**config.mk**
```make
export PLATFORM = sky130hd
export DESIGN_NAME = can_rxfifo_window
export DESIGN_NICKNAME = d
export VERILOG_FILES = /design/src/rtl/can_rxf_pkg.sv /design/src/rtl/rxf_store.sv /design/src/rtl/rxf_regs.sv /design/src/rtl/rxf_window.sv /design/src/rtl/can_rxfifo_window.sv
export SDC_FILE = /design/constraint.sdc
export NUM_CORES = 1
export LEC_CHECK = 0
export BUFFER_PORTS_ARGS = -buffer_cell sky130_fd_sc_hd__buf_2
export CELL_PAD_IN_SITES_DETAIL_PLACEMENT = 1
export CELL_PAD_IN_SITES_GLOBAL_PLACEMENT = 1
export CORE_MARGIN = 1.5
export CORE_UTILIZATION = 45
export CTS_CLUSTER_DIAMETER = 60
export DETAILED_ROUTE_END_ITERATION = 8
export PLACE_DENSITY_LB_ADDON = 0.2
export SYNTH_ARGS = -nofsm -noshare
export SYNTH_HDL_FRONTEND = slang
export SYNTH_HIERARCHICAL = 1
export SYNTH_SLANG_ARGS = --single-unit
```
**constraint.sdc**
```tcl
create_clock -name clk -period 24.6 [get_ports clk]
set_input_delay 3.69 -clock clk [delete_from_list [all_inputs] [get_ports clk]]
set_output_delay 3.69 -clock clk [all_outputs]
set_load 0.005 [all_outputs]
```
**src/rtl/can_rxf_pkg.sv**
```systemverilog
package can_rxf_pkg;

    localparam int ID_W    = 29;
    localparam int DLC_W   = 4;
    localparam int NBYTES  = 8;
    localparam int STAMP_W = 16;
    localparam int STD_W   = 11;
    localparam int STD_LSB = 18;

    typedef struct packed {
        logic                  ide;
        logic                  rtr;
        logic [ID_W-1:0]       id;
        logic [DLC_W-1:0]      dlc;
        logic [NBYTES*8-1:0]   data;
        logic [STAMP_W-1:0]    stamp;
    } rx_frame_t;

    typedef enum logic [2:0] {
        RA_CFG      = 3'd0,
        RA_PTR      = 3'd1,
        RA_IRQ_STAT = 3'd2,
        RA_IRQ_EN   = 3'd3,
        RA_ERR      = 3'd4
    } reg_addr_e;

    localparam int         CFG_EN_BIT      = 0;
    localparam int         CFG_DISCARD_BIT = 3;
    localparam int         CFG_EMPTY_BIT   = 7;
    localparam int         IRQ_RX_BIT      = 4;
    localparam int         ERR_OVR_BIT     = 5;
    localparam logic [7:0] PTR_ADVANCE     = 8'hFF;

    // Build the host-visible ID word from a stored frame.
    function automatic logic [31:0] id_word(input rx_frame_t f);
        logic [ID_W-1:0] placed;
        if (f.ide)
            placed = f.id;
        else
            placed = {f.id[STD_W-1:0], {STD_LSB{1'b0}}};
        return {f.ide, f.rtr, placed};
    endfunction

endpackage

```
**src/rtl/rxf_store.sv**
```systemverilog
module rxf_store
    import can_rxf_pkg::*;
#(
    parameter int DEPTH = 4
) (
    input  logic      clk,
    input  logic      rst,
    input  logic      en,
    input  logic      discard_mode,
    input  logic      push,
    input  rx_frame_t push_frame,
    input  logic      pop_req,
    output rx_frame_t head_frame,
    output rx_frame_t last_frame,
    output logic      empty,
    output logic      stored,
    output logic      lost
);
    localparam int AW = $clog2(DEPTH);
    localparam int CW = $clog2(DEPTH + 1);

    rx_frame_t         mem [DEPTH];
    logic [AW-1:0]     wr_ptr, rd_ptr;
    logic [CW-1:0]     count;
    logic              full, pop, accept, append, replace;

    assign full    = (count == CW'(DEPTH));
    assign empty   = (count == '0);
    assign pop     = en && pop_req && !empty;
    assign accept  = en && push;
    assign append  = accept && (!full || pop);
    assign replace = accept && full && !pop && !discard_mode;
    assign stored  = append || replace;
    assign lost    = accept && full && !pop;

    assign head_frame = mem[rd_ptr];

    always_ff @(posedge clk) begin
        if (append)
            mem[wr_ptr] <= push_frame;
        else if (replace)
            mem[wr_ptr - 1'b1] <= push_frame;
    end

    always_ff @(posedge clk) begin
        if (rst) begin
            wr_ptr     <= '0;
            rd_ptr     <= '0;
            count      <= '0;
            last_frame <= '0;
        end else if (!en) begin
            wr_ptr <= '0;
            rd_ptr <= '0;
            count  <= '0;
        end else begin
            if (append)
                wr_ptr <= wr_ptr + 1'b1;
            if (pop) begin
                rd_ptr     <= rd_ptr + 1'b1;
                last_frame <= mem[rd_ptr];
            end
            case ({append, pop})
                2'b10:   count <= count + 1'b1;
                2'b01:   count <= count - 1'b1;
                default: count <= count;
            endcase
        end
    end

    assert_count_bound_R6: assert property (@(posedge clk) disable iff (rst)
        count <= CW'(DEPTH));

    assert_disable_flush_R2: assert property (@(posedge clk) disable iff (rst)
        !en |=> empty);

    assert_discard_holds_R6: assert property (@(posedge clk) disable iff (rst)
        (accept && full && !pop && discard_mode) |=> (full && $stable(wr_ptr)));

    assert_empty_hold_R5: assert property (@(posedge clk) disable iff (rst)
        (en && empty && !push) |=> $stable(rd_ptr));

endmodule

```
**src/rtl/rxf_regs.sv**
```systemverilog
module rxf_regs
    import can_rxf_pkg::*;
(
    input  logic       clk,
    input  logic       rst,
    input  logic [2:0] reg_addr,
    input  logic       reg_we,
    input  logic [7:0] reg_wdata,
    output logic [7:0] reg_rdata,
    input  logic       empty,
    input  logic       stored,
    input  logic       lost,
    output logic       en,
    output logic       discard_mode,
    output logic       pop_req,
    output logic       rx_irq
);
    logic isr_rx, ier_rx, err_ovr;
    logic wr_cfg, wr_stat, wr_ien, wr_err;

    assign wr_cfg  = reg_we && (reg_addr == RA_CFG);
    assign wr_stat = reg_we && (reg_addr == RA_IRQ_STAT);
    assign wr_ien  = reg_we && (reg_addr == RA_IRQ_EN);
    assign wr_err  = reg_we && (reg_addr == RA_ERR);
    assign pop_req = reg_we && (reg_addr == RA_PTR) && (reg_wdata == PTR_ADVANCE);
    assign rx_irq  = isr_rx && ier_rx;

    always_ff @(posedge clk) begin
        if (rst) begin
            en           <= 1'b0;
            discard_mode <= 1'b0;
            isr_rx       <= 1'b0;
            ier_rx       <= 1'b0;
            err_ovr      <= 1'b0;
        end else begin
            if (wr_cfg) begin
                en           <= reg_wdata[CFG_EN_BIT];
                discard_mode <= reg_wdata[CFG_DISCARD_BIT];
            end
            if (wr_ien)
                ier_rx <= reg_wdata[IRQ_RX_BIT];
            // a store in the same cycle wins over a write-zero clear
            if (stored)
                isr_rx <= 1'b1;
            else if (wr_stat && !reg_wdata[IRQ_RX_BIT])
                isr_rx <= 1'b0;
            if (lost)
                err_ovr <= 1'b1;
            else if (wr_err && !reg_wdata[ERR_OVR_BIT])
                err_ovr <= 1'b0;
        end
    end

    always_comb begin
        reg_rdata = '0;
        case (reg_addr)
            RA_CFG: begin
                reg_rdata[CFG_EN_BIT]      = en;
                reg_rdata[CFG_DISCARD_BIT] = discard_mode;
                reg_rdata[CFG_EMPTY_BIT]   = empty;
            end
            RA_IRQ_STAT: reg_rdata[IRQ_RX_BIT]  = isr_rx;
            RA_IRQ_EN:   reg_rdata[IRQ_RX_BIT]  = ier_rx;
            RA_ERR:      reg_rdata[ERR_OVR_BIT] = err_ovr;
            default:     reg_rdata = '0;
        endcase
    end

    assert_isr_on_store_R8: assert property (@(posedge clk) disable iff (rst)
        stored |=> isr_rx);

    assert_ovr_on_loss_R6: assert property (@(posedge clk) disable iff (rst)
        lost |=> err_ovr);

endmodule

```
**src/rtl/rxf_window.sv**
```systemverilog
module rxf_window
    import can_rxf_pkg::*;
#(
    parameter int MBX_W     = 6,
    parameter int WIN_INDEX = 60
) (
    input  logic [MBX_W-1:0]      mbx_sel,
    input  logic                  empty,
    input  rx_frame_t             head_frame,
    input  rx_frame_t             last_frame,
    output logic [31:0]           mbx_id,
    output logic [7:0]            mbx_dlc,
    output logic [NBYTES*8-1:0]   mbx_data,
    output logic [STAMP_W-1:0]    mbx_stamp
);
    rx_frame_t shown;
    logic      hit;

    assign shown = empty ? last_frame : head_frame;
    assign hit   = (mbx_sel == MBX_W'(WIN_INDEX));

    always_comb begin
        if (hit) begin
            mbx_id    = id_word(shown);
            mbx_dlc   = {{(8-DLC_W){1'b0}}, shown.dlc};
            mbx_data  = shown.data;
            mbx_stamp = shown.stamp;
        end else begin
            mbx_id    = '0;
            mbx_dlc   = '0;
            mbx_data  = '0;
            mbx_stamp = '0;
        end
    end

endmodule

```
**src/rtl/can_rxfifo_window.sv**
```systemverilog
module can_rxfifo_window
    import can_rxf_pkg::*;
#(
    parameter int DEPTH     = 4,
    parameter int WIN_INDEX = 60
) (
    input  logic        clk,
    input  logic        rst,
    input  logic        rx_valid,
    input  logic        rx_ide,
    input  logic        rx_rtr,
    input  logic [28:0] rx_id,
    input  logic [3:0]  rx_dlc,
    input  logic [63:0] rx_data,
    input  logic [15:0] rx_stamp,
    input  logic [2:0]  reg_addr,
    input  logic        reg_we,
    input  logic [7:0]  reg_wdata,
    output logic [7:0]  reg_rdata,
    input  logic [5:0]  mbx_sel,
    output logic [31:0] mbx_id,
    output logic [7:0]  mbx_dlc,
    output logic [63:0] mbx_data,
    output logic [15:0] mbx_stamp,
    output logic        rx_irq
);
    rx_frame_t in_frame, head_frame, last_frame;
    logic      en, discard_mode, pop_req, empty, stored, lost;

    assign in_frame = '{ide: rx_ide, rtr: rx_rtr, id: rx_id, dlc: rx_dlc,
                        data: rx_data, stamp: rx_stamp};

    rxf_regs u_regs (
        .clk          (clk),
        .rst          (rst),
        .reg_addr     (reg_addr),
        .reg_we       (reg_we),
        .reg_wdata    (reg_wdata),
        .reg_rdata    (reg_rdata),
        .empty        (empty),
        .stored       (stored),
        .lost         (lost),
        .en           (en),
        .discard_mode (discard_mode),
        .pop_req      (pop_req),
        .rx_irq       (rx_irq)
    );

    rxf_store #(.DEPTH(DEPTH)) u_store (
        .clk          (clk),
        .rst          (rst),
        .en           (en),
        .discard_mode (discard_mode),
        .push         (rx_valid),
        .push_frame   (in_frame),
        .pop_req      (pop_req),
        .head_frame   (head_frame),
        .last_frame   (last_frame),
        .empty        (empty),
        .stored       (stored),
        .lost         (lost)
    );

    rxf_window #(.MBX_W(6), .WIN_INDEX(WIN_INDEX)) u_window (
        .mbx_sel    (mbx_sel),
        .empty      (empty),
        .head_frame (head_frame),
        .last_frame (last_frame),
        .mbx_id     (mbx_id),
        .mbx_dlc    (mbx_dlc),
        .mbx_data   (mbx_data),
        .mbx_stamp  (mbx_stamp)
    );

endmodule

```
* Word level (Yosys, flattened, before mapping)
Memory sizes are Yosys's and may differ from the RTL's. A register that Yosys moved wholly into a read port is not among the register bits. Cells that the tools add are included.
Cells by class: add/sub/neg operators 5, equality and inequality tests 9, muxes and demuxes 26, bitwise operators 1, reductions and logical operators 32
Operators with widths (count):
- $mux 115 | 2
- $reduce_or 115->1 | 1
- $mux 64 | 1
- $mux 31 | 1
- $mux 29 | 1
- $logic_and 1x1->1 | 16
- $mux 16 | 1
- $mux 1 | 14
- $eq 8x8->1 const B | 1
- $eq 3x2->1 const B | 2
- $eq 3x3->1 const B | 2
- $eq 6x6->1 const B | 1
- $logic_not 1->1 | 6
- $logic_not 3->1 | 2
- $mux 2 | 3
- $pmux 3 s2 | 1
- $reduce_bool 2->1 | 3
- $add 2x1->2 const B | 2
- $mux 4 | 1
- $add 3x1->3 const B | 1
- $eq 3x1->1 const B | 1
- $sub 3x1->3 const B | 1
- $eq 2x1->1 const B | 1
- $eq 2x2->1 const B | 1
- other kinds (6) | 7
Storage, ports and cells: bits in registers 127, memory bits (writable) 460, input port bits 136, output and inout port bits 129, word-level logic and storage cells 88, memories kept 1
Memories:
- u_store.mem | words 4, bits a word 115, rd ports 1, clocked after memory_dff 1, write ports 1, RTL line rxf_store.sv:22 | rx_frame_t mem [DEPTH];

* Longest topological paths before layout
Gate-level depths: netlist of the first run.
word-level depth 13, depth in mapped cells 10, gate-level depth less buffers 8

* Cells and area by module
Netlist of the first run, hierarchy kept.
Modules (own cells, without submodules):
- rxf_store | times used 1, cells an instance 1165, area each 21061.4 µm², seq. area each 16295.6 µm²
- rxf_window | times used 1, cells an instance 288, area each 1940.6 µm², seq. area each 0.0 µm²
- rxf_regs | times used 1, cells an instance 41, area each 370.4 µm², seq. area each 100.1 µm²

* Least setup slack after synthesis of the first run
No wires, ideal clock.
path type input -> register, from in reg_addr[0], to mem u_store/mem[1][0] (netlist name), enable pin, library setup time 0.626 ns, data arrival time 10.388 ns, required time 23.974 ns, path slack 13.585 ns, cell stages on the path 7, path buffers 2, cells stage by stage buf_6 nand4b_1 nor3_1 or4b_1 buf_2 nand3_1 a21oi_1
On the way: cells in the longest elaborated chain, start to end 13, elaborated cells on any way between the ends 18, those cells by class eq/ne (1); mux (7); reduce/logical (10)
RTL lines:
- start, declared | RTL line can_rxfifo_window.sv:16 | input logic [2:0] reg_addr,
- $eq 3x1->1 * | RTL line rxf_regs.sv:25 | assign pop_req = reg_we && (reg_addr == RA_PTR) && (reg_wdata == PTR_ADVANCE);
- $logic_and 1x1->1 * (2 in series) | RTL line rxf_regs.sv:25
- net pop_req | RTL line can_rxfifo_window.sv:28 | logic en, discard_mode, pop_req, empty, stored, lost;
- $logic_and 1x1->1 * (2 in series) | RTL line rxf_store.sv:29 | assign pop = en && pop_req && !empty;
- $logic_not 1->1 | RTL line rxf_store.sv:32 | assign replace = accept && full && !pop && !discard_mode;
- $logic_and 1x1->1 (2 in series) | RTL line rxf_store.sv:32
- $mux 1 | RTL line rxf_store.sv:41 | else if (replace)
- $mux 1 | RTL line rxf_store.sv:39 | if (append)
- $mux 1 (implied by the code) | RTL line rxf_store.sv:42 | mem[wr_ptr - 1'b1] <= push_frame;
- $reduce_or 115->1 (no source line)
- $mux 2 (no source line) / $mux 1 (equally long branches)
- end, declared | RTL line rxf_store.sv:22
The timed path passes the listed nets; every way through them passes the cells marked *.

* Worst setup path in the final report of the first run
from in mbx_sel[4], to out mbx_data[52]
On the way: cells in the longest elaborated chain, start to end 2
RTL lines:
- start, declared | RTL line can_rxfifo_window.sv:20 | input logic [5:0] mbx_sel,
- $eq 6x6->1 | RTL line rxf_window.sv:20 | assign hit = (mbx_sel == MBX_W'(WIN_INDEX));
- $mux 64 | RTL line rxf_window.sv:23 | if (hit) begin
- end, declared | RTL line can_rxfifo_window.sv:23 | output logic [63:0] mbx_data,
Every way passes these cells.

==> results.md, run 1 <==
- The count of unresolved DRC violations after routing is 0.
- The most used flip-flop cell after synthesis is edfxtp_1.
- The peak ir drop on the vdd network is between 50 and 60 uV.
- The number of post-CTS setup repair buffers is 0.
- The number of hold violations in the final report was 0.
- The die outline width is between 200 and 250 um.
- The number of global-route vias before repair is ~15000.
- The placeable core region is between 50000 and 60000 um2.
- After clock tree synthesis, the flow added hold-fix buffers numbering 0.
- The largest net degree at the start of global routing is slightly below 70.
- Setup repair after global routing left no endpoint under its margin.
- The first global-routing pass estimated slightly below 90000 um of wire.
- The distinct cell type count of the synthesized netlist is 47.
- The worst register-to-register path begins at u_store/count[2]$_SDFFE_PP0P_.
- The I/O pin count is approximately 270.
- After synthesis the cells add up to approximately 23000 um2.
- Summed over all failing endpoints, the final setup total negative slack is 0 ns.
- The maximum number of buffers from clock root to sink is 3.
- The initial cell density of the core is 0.456.
- STA classifies the critical path endpoint as a primary output.
- The global routing usage on met2 is 0.376.
- The number of max-cap violations is 0.
- In the global route stage, met1 resource usage came out at 0.272.
- After synthesis, the mean cell area works out to around 16 um2.
- Port buffering added about 260 buffers.
- The share of post-route cells with drive strength above 1 is 0.285.
- The flow ran to the end, and the final reports show no timing, DRC or antenna violations.
- The number of cells on the worst reg-to-reg path is 6.
- The total internal power is 1600 uW.
- Of all nets on the critical path, the largest fanout is between 50 and 60.
- The share of total power dissipated in combinational logic is 0.015.
- The number of gates resized after CTS was 0.
- Synthesis handed over a netlist of 1494 instances.
- The worst endpoint required time is ~21 ns.
- The critical path arrival is 5.46 ns.
- The worst-case hold slack is between 0.4 and 0.5 ns.
- The worst register-to-register path has a setup slack of 20.80 ns.
- The H-tree depth is 2.
- The routed wire length per instance is approximately 23 um.
- CTS placed an instance of clkbuf_16 at the clock tree root.
- met2 is the most crowded layer.
- The final count of negative-setup-slack endpoints is 0.
- The clock latency of the later-clocked register in the worst-skew pair is around 0.62 ns.
- The part of the Yosys area used for sequential elements is 0.701.
- The power share of the clock group is 0.446.
- For this run, the number of Yosys warnings is 6.
- After legalization and detailed placement, the total HPWL measured 32000 um.
- The share of total power dissipated in sequential elements is 0.540.
- The violation count after the first detailed-routing iteration is about 570.
- The terminus of the critical flop-to-flop path is u_store/mem[1][95]$_DFFE_PP_.
- Summed over all cells, the static leakage comes to between 0.009 and 0.01 uW.
- Global routing finished with a remaining overflow of 0.
- Between clock sinks in the finished design, the worst skew comes to ~0.025 ns.
- The post-CTS clock slew at the launch and capture registers of the worst setup and hold paths is 0.06 ns.
- The power density over the cells is approximately 73 nW/um2.
- The CTS tree is done.
- The row count is 83.
- The highest clock frequency the design can meet is roughly 0.11 GHz.
- Using the TritonRoute via totals, the vias-per-cell ratio works out to approximately 5.4.
- The floorplan step defined a die boundary enclosing roughly 53000 um2.
- The path with the worst hold slack has its endpoint at u_store/last_frame[113]$_SDFFE_PP0P_.
- The tree built by TritonCTS fans out to between 500 and 600 sinks.
- After the last flow step, the layout net total stands at around 1900.
- The worst hold path begins at u_store/last_frame[113]$_SDFFE_PP0P_.
- For this run, asynchronously set or reset flops after synthesis account for 0.
- The sum of routed wire length over all layers is approximately 56000 um.
- STA classifies the critical path startpoint as a primary input.
- The routed layout has between 10000 and 15000 vias.
- Across every metal layer, demand over resource in global routing totals 0.214.
- The height of the die is about 230 um.
- The post-route clock period utilization is 0.372.
- The count of cells along the worst hold path is 2.
- The number of enable flip-flop cells after synthesis is 460.
- At the end of routability-driven placement, the weighted congestion stood at just over 0.7.
- The first detailed-routing pass ran for 4 iterations.
- The synthesis-to-finish area growth is 16.0%.
- The transition time at the pin with the least slew margin is roughly 1.1 ns.
- The flip-flop and latch count after synthesis is 589.
- The net switching fraction of the power is 0.196.
- The type of the most critical hold path is reg2reg.
- Headroom to the max-slew limit came out at 0.261.
- The final critical delay including setup and external delays is a little over 9 ns.
- The final max-slew violation count was 0.
- For met3 alone, demand over resource in global routing was 0.0417.
- By startpoint and endpoint, the worst setup path is classified as in2out.
- The number of antenna violations at the first check in global routing is 16.
- In this run the power spent charging and discharging nets is 390 uW.
- The CTS buffer count is 61.
- The count of nets left with antenna violations once routing finished came out at 0.
==> cell type report <==
cell class / instances / area, um2
diodes: 6 / 15.0
clock buffers: 94 / 1780
clock inverters: 19 / 151
fillers: 5011 / 24200
inverters: 4 / 15.0
multi-input cells: 803 / 6460
flip-flops and latches: 589 / 16400
well taps: 680 / 851
repair buffers: 276 / 1430
==> flip-flops by register name (all words and copies together), names as in the netlist, named ones only <==
signal and count:
u_store/mem 460, u_regs/err_ovr 1, u_regs/en 1, u_store/count 3, u_store/wr_ptr 2, u_regs/ier_rx 1, u_regs/discard_mode 1, u_regs/isr_rx 1
u_store/last_frame 115, u_store/rd_ptr 2
==> synth_stat cells, types with 2 or more instances <==
library cell | number | area, um2
nand2_1 | 245 | 920
mux2_2 | 11 | 124
and2_1 | 4 | 25.0
nand4_1 | 2 | 12.5
a211oi_1 | 2 | 15.0
buf_4 | 19 | 143
nor2_1 | 119 | 447
or2_2 | 2 | 12.5
edfxtp_1 | 460 | 13800
nand4b_1 | 3 | 26.3
conb_1 | 2 | 7.51
buf_1 | 8 | 30.0
inv_1 | 4 | 15.0
buf_6 | 11 | 124
xnor2_1 | 4 | 35.0
nor3_1 | 4 | 20.0
mux2i_1 | 107 | 1070
dfxtp_1 | 129 | 2580
nand2b_1 | 8 | 50.1
buf_2 | 32 | 160
a311oi_1 | 2 | 17.5
clkbuf_1 | 34 | 128
nor3_2 | 2 | 20.0
nor3b_1 | 5 | 37.5
o21ai_0 | 2 | 10.0
or2_0 | 8 | 50.1
mux4_2 | 115 | 2590
a21oi_1 | 130 | 651
and3_1 | 2 | 12.5
==> placed cells by master, fill, tap and decap left out, drive strengths merged, types with 3 or more instances in the layout <==
master    n
mux2     12
or2      11
nor3b     6
nor3      6
mux2i   107
diode     6
nand2b    8
nor2    119
a21oi   130
xnor2     4
nand2   245
edfxtp  460
conb      8
buf     276
and2      4
inv       6
clkbuf   94
mux4    115
dfxtp   129
nand4b    3
clkinv   14
==> power by group through the flow <==
stage / Combinational [uW] / Sequential [uW] / Clock [uW]
2_1_floorplan: 8.49 / 1100 / 0
3_3_place_gp: 27.0 / 1090 / 0
3_5_place_dp: 29.5 / 1090 / 0
4_1_cts: 29.7 / 1070 / 910
5_1_grt: 32.4 / 1070 / 944
6_report: 29.1 / 1070 / 886
==> per-layer routing <==
metal  part of all wire  routed length, um
met5             0.0018                103
met4              0.017                976
met3              0.042               2350
met2               0.52              29200
met1               0.42              23400
==> worst max path at each step <==
stage                                   to   startpoint  slack, ns  cells after the start
2_1_floorplan  u_store/mem[1][0]$_DFFE_PP_  reg_addr[0]      13.59                      7
3_3_place_gp                    mbx_id[29]   mbx_sel[4]      15.50                      6
3_5_place_dp                  mbx_data[45]   mbx_sel[4]      15.40                      6
4_1_cts                       mbx_data[30]   mbx_sel[4]      15.41                      6
5_1_grt                       mbx_data[30]   mbx_sel[4]      15.27                      6
6_report                      mbx_data[52]   mbx_sel[4]      15.45                      6
==> stage by stage <==
| stage | instances | power [uW] | util | worst slack [ns] | area, um2 |
|---|---|---|---|---|---|
| finish | 2471 | 1990 | 0.528 | 15.45 | 27100 |
| global route | 2469 | 2050 | 0.528 | 15.27 | 27100 |
| CTS | 2465 | 2010 | 0.528 | 15.41 | 27100 |
| detailed placement | 2352 | 1120 | 0.490 | 15.40 | 25200 |
| global placement | 2352 | 1120 | 0.490 | 15.50 | 25200 |
| floorplan | 1500 | 1100 | - | 13.59 | 23400 |
==> worst max-delay path: stages <==
cell and delay (ns):
buf_2 0.09, and4_1 0.24, nand2_4 0.50, buf_4 0.64, nor2_1 0.11, buf_2 0.15
==> logic make-up (layout without fill, tap and decap cells) <==
kind of cell,after synthesis,count (layout),synth area share
AND/OR/NAND/NOR,414,414,0.0749
buffers and inverters,108,393,0.0256
AO/OA/AOI/OAI,141,141,0.0323
XOR/XNOR,5,5,0.00187
adder cells (fa/ha/maj),1,1,0.000857
multiplexers,234,234,0.163
flip-flops,589,589,0.701
other,2,14,0.000321
Note: power is estimated with default switching activity, not from simulation.
==> run 2: changes to the inputs <==
clock period = 9.59 ns   (was 24.6 ns; I/O delays follow)
==> run 2 against run 1 <==
Effect of this change:
- hold slack worse by 0.0022 ns
- clock skew fell by 0.0031 ns
- clock power rose to 2.6 times the previous value
- final cell count up 0.16%
- sequential cell count stayed put
- wire length increased by 1.6%
- worst setup slack got worse by 11 ns
- largest cell class unchanged
==> results.md, run 2 (same netlist as run 1, synthesis figures left out) <==
- The placeable core region is 51300 um2.
- In this run the deepest clock path goes through 3 buffers.
- Ranked by flip-flop count, first place goes to u_store/mem.
- The row count is 83.
- The clock skew is 0.0218 ns.
- The first global-routing pass estimated approximately 86000 um of wire.
- The kind of capture point of the worst setup path is a primary output.
- The run finished with clean final reports.
- The number of antenna violations at the first check in global routing is 12.
- The average via count per standard cell is roughly 5.4.
- From synthesis to final layout, the design area changed by 16.1%.
- The die outline width is about 230 um.
- The most common library cell in the layout ignoring fill and taps is edfxtp_1.
- Based on the critical path, the design can be clocked at up to 0.195 GHz.
- Max-cap violations in this run came to 0.
- The hold buffer count at CTS is 0.
- The CTS root buffer is clkbuf_16.
- The routed wire length per instance is between 20 and 25 um.
- The number of buffers inserted by port buffering is ~260.
- For the pin with the worst max-slew slack, the measured transition is ~1.1 ns.
- The height of the die is approximately 230 um.
- The initial cell density of the core is 0.456.
- At the end of the flow, the number of nets in the layout was around 1900.
- The path class of the tightest hold or removal check is reg2reg.
- The CTS buffer count is 61.
- The critical path arrival is between 3 and 4 ns.
- On the final layout, the worst hold slack is roughly 0.45 ns.
- The maximum fanout encountered on the critical timing path is 40.
- The largest registers in the layout are u_store/mem (460), u_store/last_frame (115), u_store/count (3).
- The post-route clock period utilization is 0.536.
- The length of the first detailed-routing pass in iterations is 5.
- The sum of routed wire length over all layers is about 57000 um.
- The largest net degree at the start of global routing is 67.
- For this run, design rule violations remaining after detail routing come to 0.
- The share of post-route cells with drive strength above 1 is 0.288.
- The overall fraction of global-route tracks in use is 0.215.
- The leakage dissipation is roughly 0.0096 uW.
- In this run the remaining antenna-violating nets after routing total 0.
- The final max-slew violation count is 0.
- The final critical delay including setup and external delays is 5.14 ns.
- The clock net in this run drives a total of about 600 sinks.
- The violation count after the first detailed-routing iteration is between 900 and 1000.
- The worst relative slew slack is 0.263.
- The worst-case IR drop observed on VDD is between 100 and 150 uV.
- In the layout the commonest cells are 460 x edfxtp_1, 255 x buf_2, 244 x nand2_1.
- The number of hold violations in the final report is 0.
- Setup repair after global routing left no endpoint under its margin.
- In this run the count of I/O pins placed on the die edge is between 200 and 300.
- The wire-length estimate of the detail-placed layout is 33700 um.
- After clock tree synthesis, the clock-pin slew on the worst setup and hold paths is about 0.06 ns.
- Setup violations remaining at the end of the flow were counted as 0.
- The detailed-route via count is approximately 13000.
- The CTS tree is done.
- For the final routed database, the setup TNS stands at 0 ns.
- The class of the most critical setup path is reg2out.
- The congestion estimate from routability-driven global placement came to 0.763.
- The clock reaches the later pin of the worst-skew pair after slightly above 0.6 ns.
- STA classifies the critical path startpoint as a register.
- Once the clock tree was built, the setup fixing pass inserted 0 buffers.
- The H-tree was split into 2 levels.
- In this run, post-CTS repair resized a total of 0 instances.
- Power spread over the standard cell area amounts to 189 nW/um2.
- The flip-flop count of the largest register, all copies and words added is between 400 and 500.
- The total overflow reported by the global router is 0.
- The full die area is ~53000 um2.
- The number of global-route vias before repair came to about 14000.
- The worst endpoint required time is just over 8 ns.
==> run 2: cell count changes in the layout (fill, tap and decap cells not counted), moves of 2 or more <==
cell | before | now
clkinv_2 | 7 | 15
clkbuf_8 | 13 | 6
clkbuf_1 | 20 | 16
clkbuf_16 | 61 | 63
clkinvlp_4 | 1 | 3
==> run 2: through the flow <==
step / utilization / instances / worst slack (ns) / instance area (um2) / power [uW]
after detailed placement: 0.491 / 2353 / 3.93 / 25200 / 2890
after global placement: 0.491 / 2353 / 4.11 / 25200 / 2880
after CTS: 0.529 / 2469 / 4.38 / 27100 / 5180
final: 0.529 / 2475 / 4.45 / 27100 / 5130
after floorplan: - / 1500 / 0.827 / 23400 / 2830
after global routing: 0.529 / 2474 / 4.22 / 27100 / 5280
==> run 2: layout make-up <==
class                      count  area [um2]
timing repair buffer         277        1440
sequential                   589       16400
clock inverter                31         240
tap                          680         851
clock buffer                  85        1720
fill                        5037       24200
inverter                       4        15.0
multi-input combinational    803        6460
antenna                        6        15.0
==> run 2: final timing paths <==
check	slack [ns]	end	start	cells past startpoint
setup / recovery	4.45	mbx_id[25]	u_store/count[2]$_SDFFE_PP0P_	7
hold / removal	0.45	u_store/last_frame[34]$_SDFFE_PP0P_	u_store/last_frame[34]$_SDFFE_PP0P_	2
setup reg to reg	5.55	u_store/mem[2][17]$_DFFE_PP_	u_store/count[2]$_SDFFE_PP0P_	6
hold reg to reg	0.45	u_store/last_frame[34]$_SDFFE_PP0P_	u_store/last_frame[34]$_SDFFE_PP0P_	2
==> run 2: critical path, cell delays in order, from the launching register on <==
cell and delay (ns):
dfxtp_1 0.43, nor3_2 0.31, buf_4 0.35, buf_4 0.64, mux2_4 0.48, or2_1 0.27
a21oi_1 0.36, buf_2 0.20
==> run 2: report_power, final <==
| part | switching [uW] | internal, uW |
|---|---|---|
| combinational | 50.9 | 27.0 |
| clock | 967 | 1330 |
| sequential | 1.45 | 2750 |
==> run 2: layer usage <==
metal  share of wire  global-route usage  vias to the layer above
met1            0.43               0.283                     6978
li1                -                   -                     6046
met5          0.0011                   0                        -
met2            0.51               0.367                      299
met3           0.047              0.0434                       74
met4           0.019              0.0551                       10
==> run 3: changes to the inputs <==
clock period = 5.1 ns   (was 9.59 ns; I/O delays follow)
==> run 3 against run 2 <==
Effect of this change:
- non-clock buffer count up 8
- core utilization up 0.54 points
- sequential share of layout area down 0.61 points
- clock skew down 0.0040 ns
- critical path type unchanged
- wire length up 0.74%
- sequential power up 88%
- global-route usage up 0.15 points
- combinational power up 87%
==> results.md, run 3 (same netlist as run 1, synthesis figures left out) <==
- The run finished with clean final reports.
- Buffers inserted to repair hold after CTS numbered 0.
- The routed layout has roughly 14000 vias.
- The routability congestion estimate from global placement is 0.745.
- The number of max-cap violations is 0.
- The violation count after the first detailed-routing iteration is between 800 and 900.
- The global-route wire length before repair is 87000 um.
- For this run, the slowest stage of the critical path takes 0.76 ns.
- The clock skew is about 0.018 ns.
- The placed wire-length estimate is 33100 um.
- The die outline width is about 230 um.
- Walking the worst path, the cells encountered are mux4_2 -> mux2_4 -> or2_2 -> a21oi_1 -> buf_2.
- Dividing the detail-routed wire length by the instance count gives 23.1 um.
- The highest clock frequency the design can meet is 0.250 GHz.
- The sum of routed wire length over all layers is ~57000 um.
- The post-cts sizing count is 0.
- Setup repair after global routing left no endpoint under its margin.
- The flip-flop count of the largest register, all copies and words added is 460.
- Setup slack on the worst reg-to-reg path comes out at 2.19 ns.
- Ranked by flip-flop count, first place goes to u_store/mem.
- After filler insertion, the fill cell instance count of the layout stands at around 5000.
- From bottom edge to top edge, the die measures around 230 um.
- For this configuration, the core starts out at a cell density of 0.456.
- The number of cells on the worst reg-to-reg path is 5.
- The startpoint identified for the worst hold timing path is rx_data[45].
- After floorplanning, the core was sized to cover between 50000 and 60000 um2.
- The number of hold violations in the final report is 0.
- The longest clock path from root to sink contains 3 buffers.
- At the worst endpoint, the required time is 4.34 ns.
- The count of cells along the worst hold path is 1.
- The number of antenna violations at the first check in global routing is 17.
- The path class of the tightest hold or removal check is in2reg.
- For hold timing, the worst endpoint is u_store/mem[2][61]$_DFFE_PP_.
- The worst setup path is launched from a register.
- TritonCTS built the clock tree.
- In the final layout, the share of cells above drive strength 1 is 0.290.
- The kind of capture point of the worst setup path is a primary output.
- Summed over all failing endpoints, the final setup total negative slack is 0 ns.
- The library cell used most frequently in the layout, excluding fill and tap cells, is edfxtp_1.
- In the layout the commonest cells are 460 x edfxtp_1, 255 x buf_2, 244 x nand2_1.
- For this design, the slowest cell found on the critical path is dfxtp_4.
- The maximum fanout encountered on the critical timing path is 27.
- The largest registers in the layout are u_store/mem (460), u_store/last_frame (115), u_store/count (3).
- The peak ir drop on the vdd network is between 200 and 300 uV.
- The tree is rooted in a clkbuf_16.
- The final critical delay including setup and external delays is ~4.0 ns.
- The H-tree was split into 2 levels.
- The final count of negative-setup-slack endpoints is 0.
- The row count is 83.
- The startpoint of the lowest-slack register-to-register path is u_store/count[2]$_SDFFE_PP0P_.
- The largest net degree at the start of global routing is roughly 70.
- For the worst-skew pair, the clock arrives at the later sink with an insertion delay of around 0.62 ns.
- The clock net in this run drives a total of just under 600 sinks.
- Using the TritonRoute via totals, the vias-per-cell ratio works out to 5.44.
- The count of buffers added on input and output ports is between 200 and 300.
- The transition time at the pin with the least slew margin is 1.05 ns.
- The worst relative slew slack is 0.295.
- Clock-pin slew was measured on the worst setup and hold paths at roughly 0.060 ns.
- The CTS buffer count is slightly above 60.
- The final max-slew violation count came to 0.
- The overall fraction of global-route tracks in use is 0.217.
- After detailed routing, the number of remaining DRC violations is 0.
- The synthesis-to-finish area growth is 17.3%.
- At the worst endpoint, the arrival time is roughly 3.2 ns.
- In this run the static leakage power is just under 0.01 uW.
- The number of routed nets with antenna violations is 0.
- The endpoint identified for the worst register-to-register timing path is u_store/mem[0][87]$_DFFE_PP_.
- Measured on the finished design, the core utilization comes to 0.535.
- The number of global-route vias before repair is about 14000.
- The post-route clock period utilization is 0.786.
- In the final design database the tool counted around 1900 nets.
- The worst-case hold slack is 0.356 ns.
- Before antenna repair, the detailed router went through 7 iterations.
- The total overflow reported by the global router is 0.
- The class of the most critical setup path is reg2out.
- The number of post-CTS setup repair buffers is 0.
- For this design the top-level I/O count stands at ~270.
- Power spread over the standard cell area amounts to around 360 nW/um2.
- The full die area is between 50000 and 60000 um2.
## run 3: changes by cell type in the layout (fill, tap and decap cells not counted), sizes merged
cell	before	now
buf	277	285
bufinv	3	5
clkbuf	85	87
clkinv	23	21
clkinvlp	3	1
diode	6	8
## run 3: how the worst max path moves through the flow
stage / start / endpoint / slack [ns] / depth (start not counted)
global placement: reg_addr[2] / u_store/count[2]$_SDFFE_PP0P_ / 1.36 / 9
CTS: register / mbx_id[19] / 1.0 / 5
detailed placement: reg_addr[2] / u_store/count[2]$_SDFFE_PP0P_ / 1.21 / 9
floorplan: reg_addr[0] / u_store/mem[0][0]$_DFFE_PP_ / -0.29 / 8
finish: register / mbx_id[19] / 1.09 / 5
global route: register / mbx_id[19] / 0.91 / 5
## run 3: cell type report
cell class	count	area (um2)	share of cell area
Timing Repair Buffer	285	1680	0.0611
Clock buffer	87	1730	0.0630
Sequential cell	589	16400	0.598
Tap cell	680	851	0.0310
Clock inverter	29	272	0.00990
Antenna cell	8	20.0	0.000730
Inverter	4	15.0	0.000548
Multi-Input combinational cell	803	6460	0.235
## run 3: routing by layer
metal	up-vias	global-route usage	part of all wire
met5	-	0	0.0022
met4	20	0.0735	0.024
met3	107	0.0408	0.049
met2	314	0.365	0.50
met1	6983	0.283	0.42
li1	6093	-	-
## run 3: critical path: cells and delay by family (launching register included)
family          cells  cell delay, ns
mux                 2            1.03
flops               1            0.76
simple gates        1            0.33
compound gates      1            0.31
buf+inv             1            0.19
## run 3: metrics by stage
stage	setup WS, ns	instances	instance area (um2)	total power [uW]
finish	1.09	2485	27400	9740
global route	0.911	2482	27400	10000
CTS	0.998	2477	27400	9860
detailed placement	1.21	2361	25400	5430
global placement	1.36	2361	25400	5410
floorplan	-0.286	1500	23400	5320
## run 3: where the power goes
| group | switching (uW) | total (uW) | leakage, uW | internal (uW) |
|---|---|---|---|---|
| clock network | 1820 | 4420 | 0.000986 | 2600 |
| registers | 2.76 | 5180 | 0.00518 | 5170 |
| logic | 92.8 | 146 | 0.00350 | 52.9 |
| total | 1920 | 9740 | 0.00967 | 7830 |
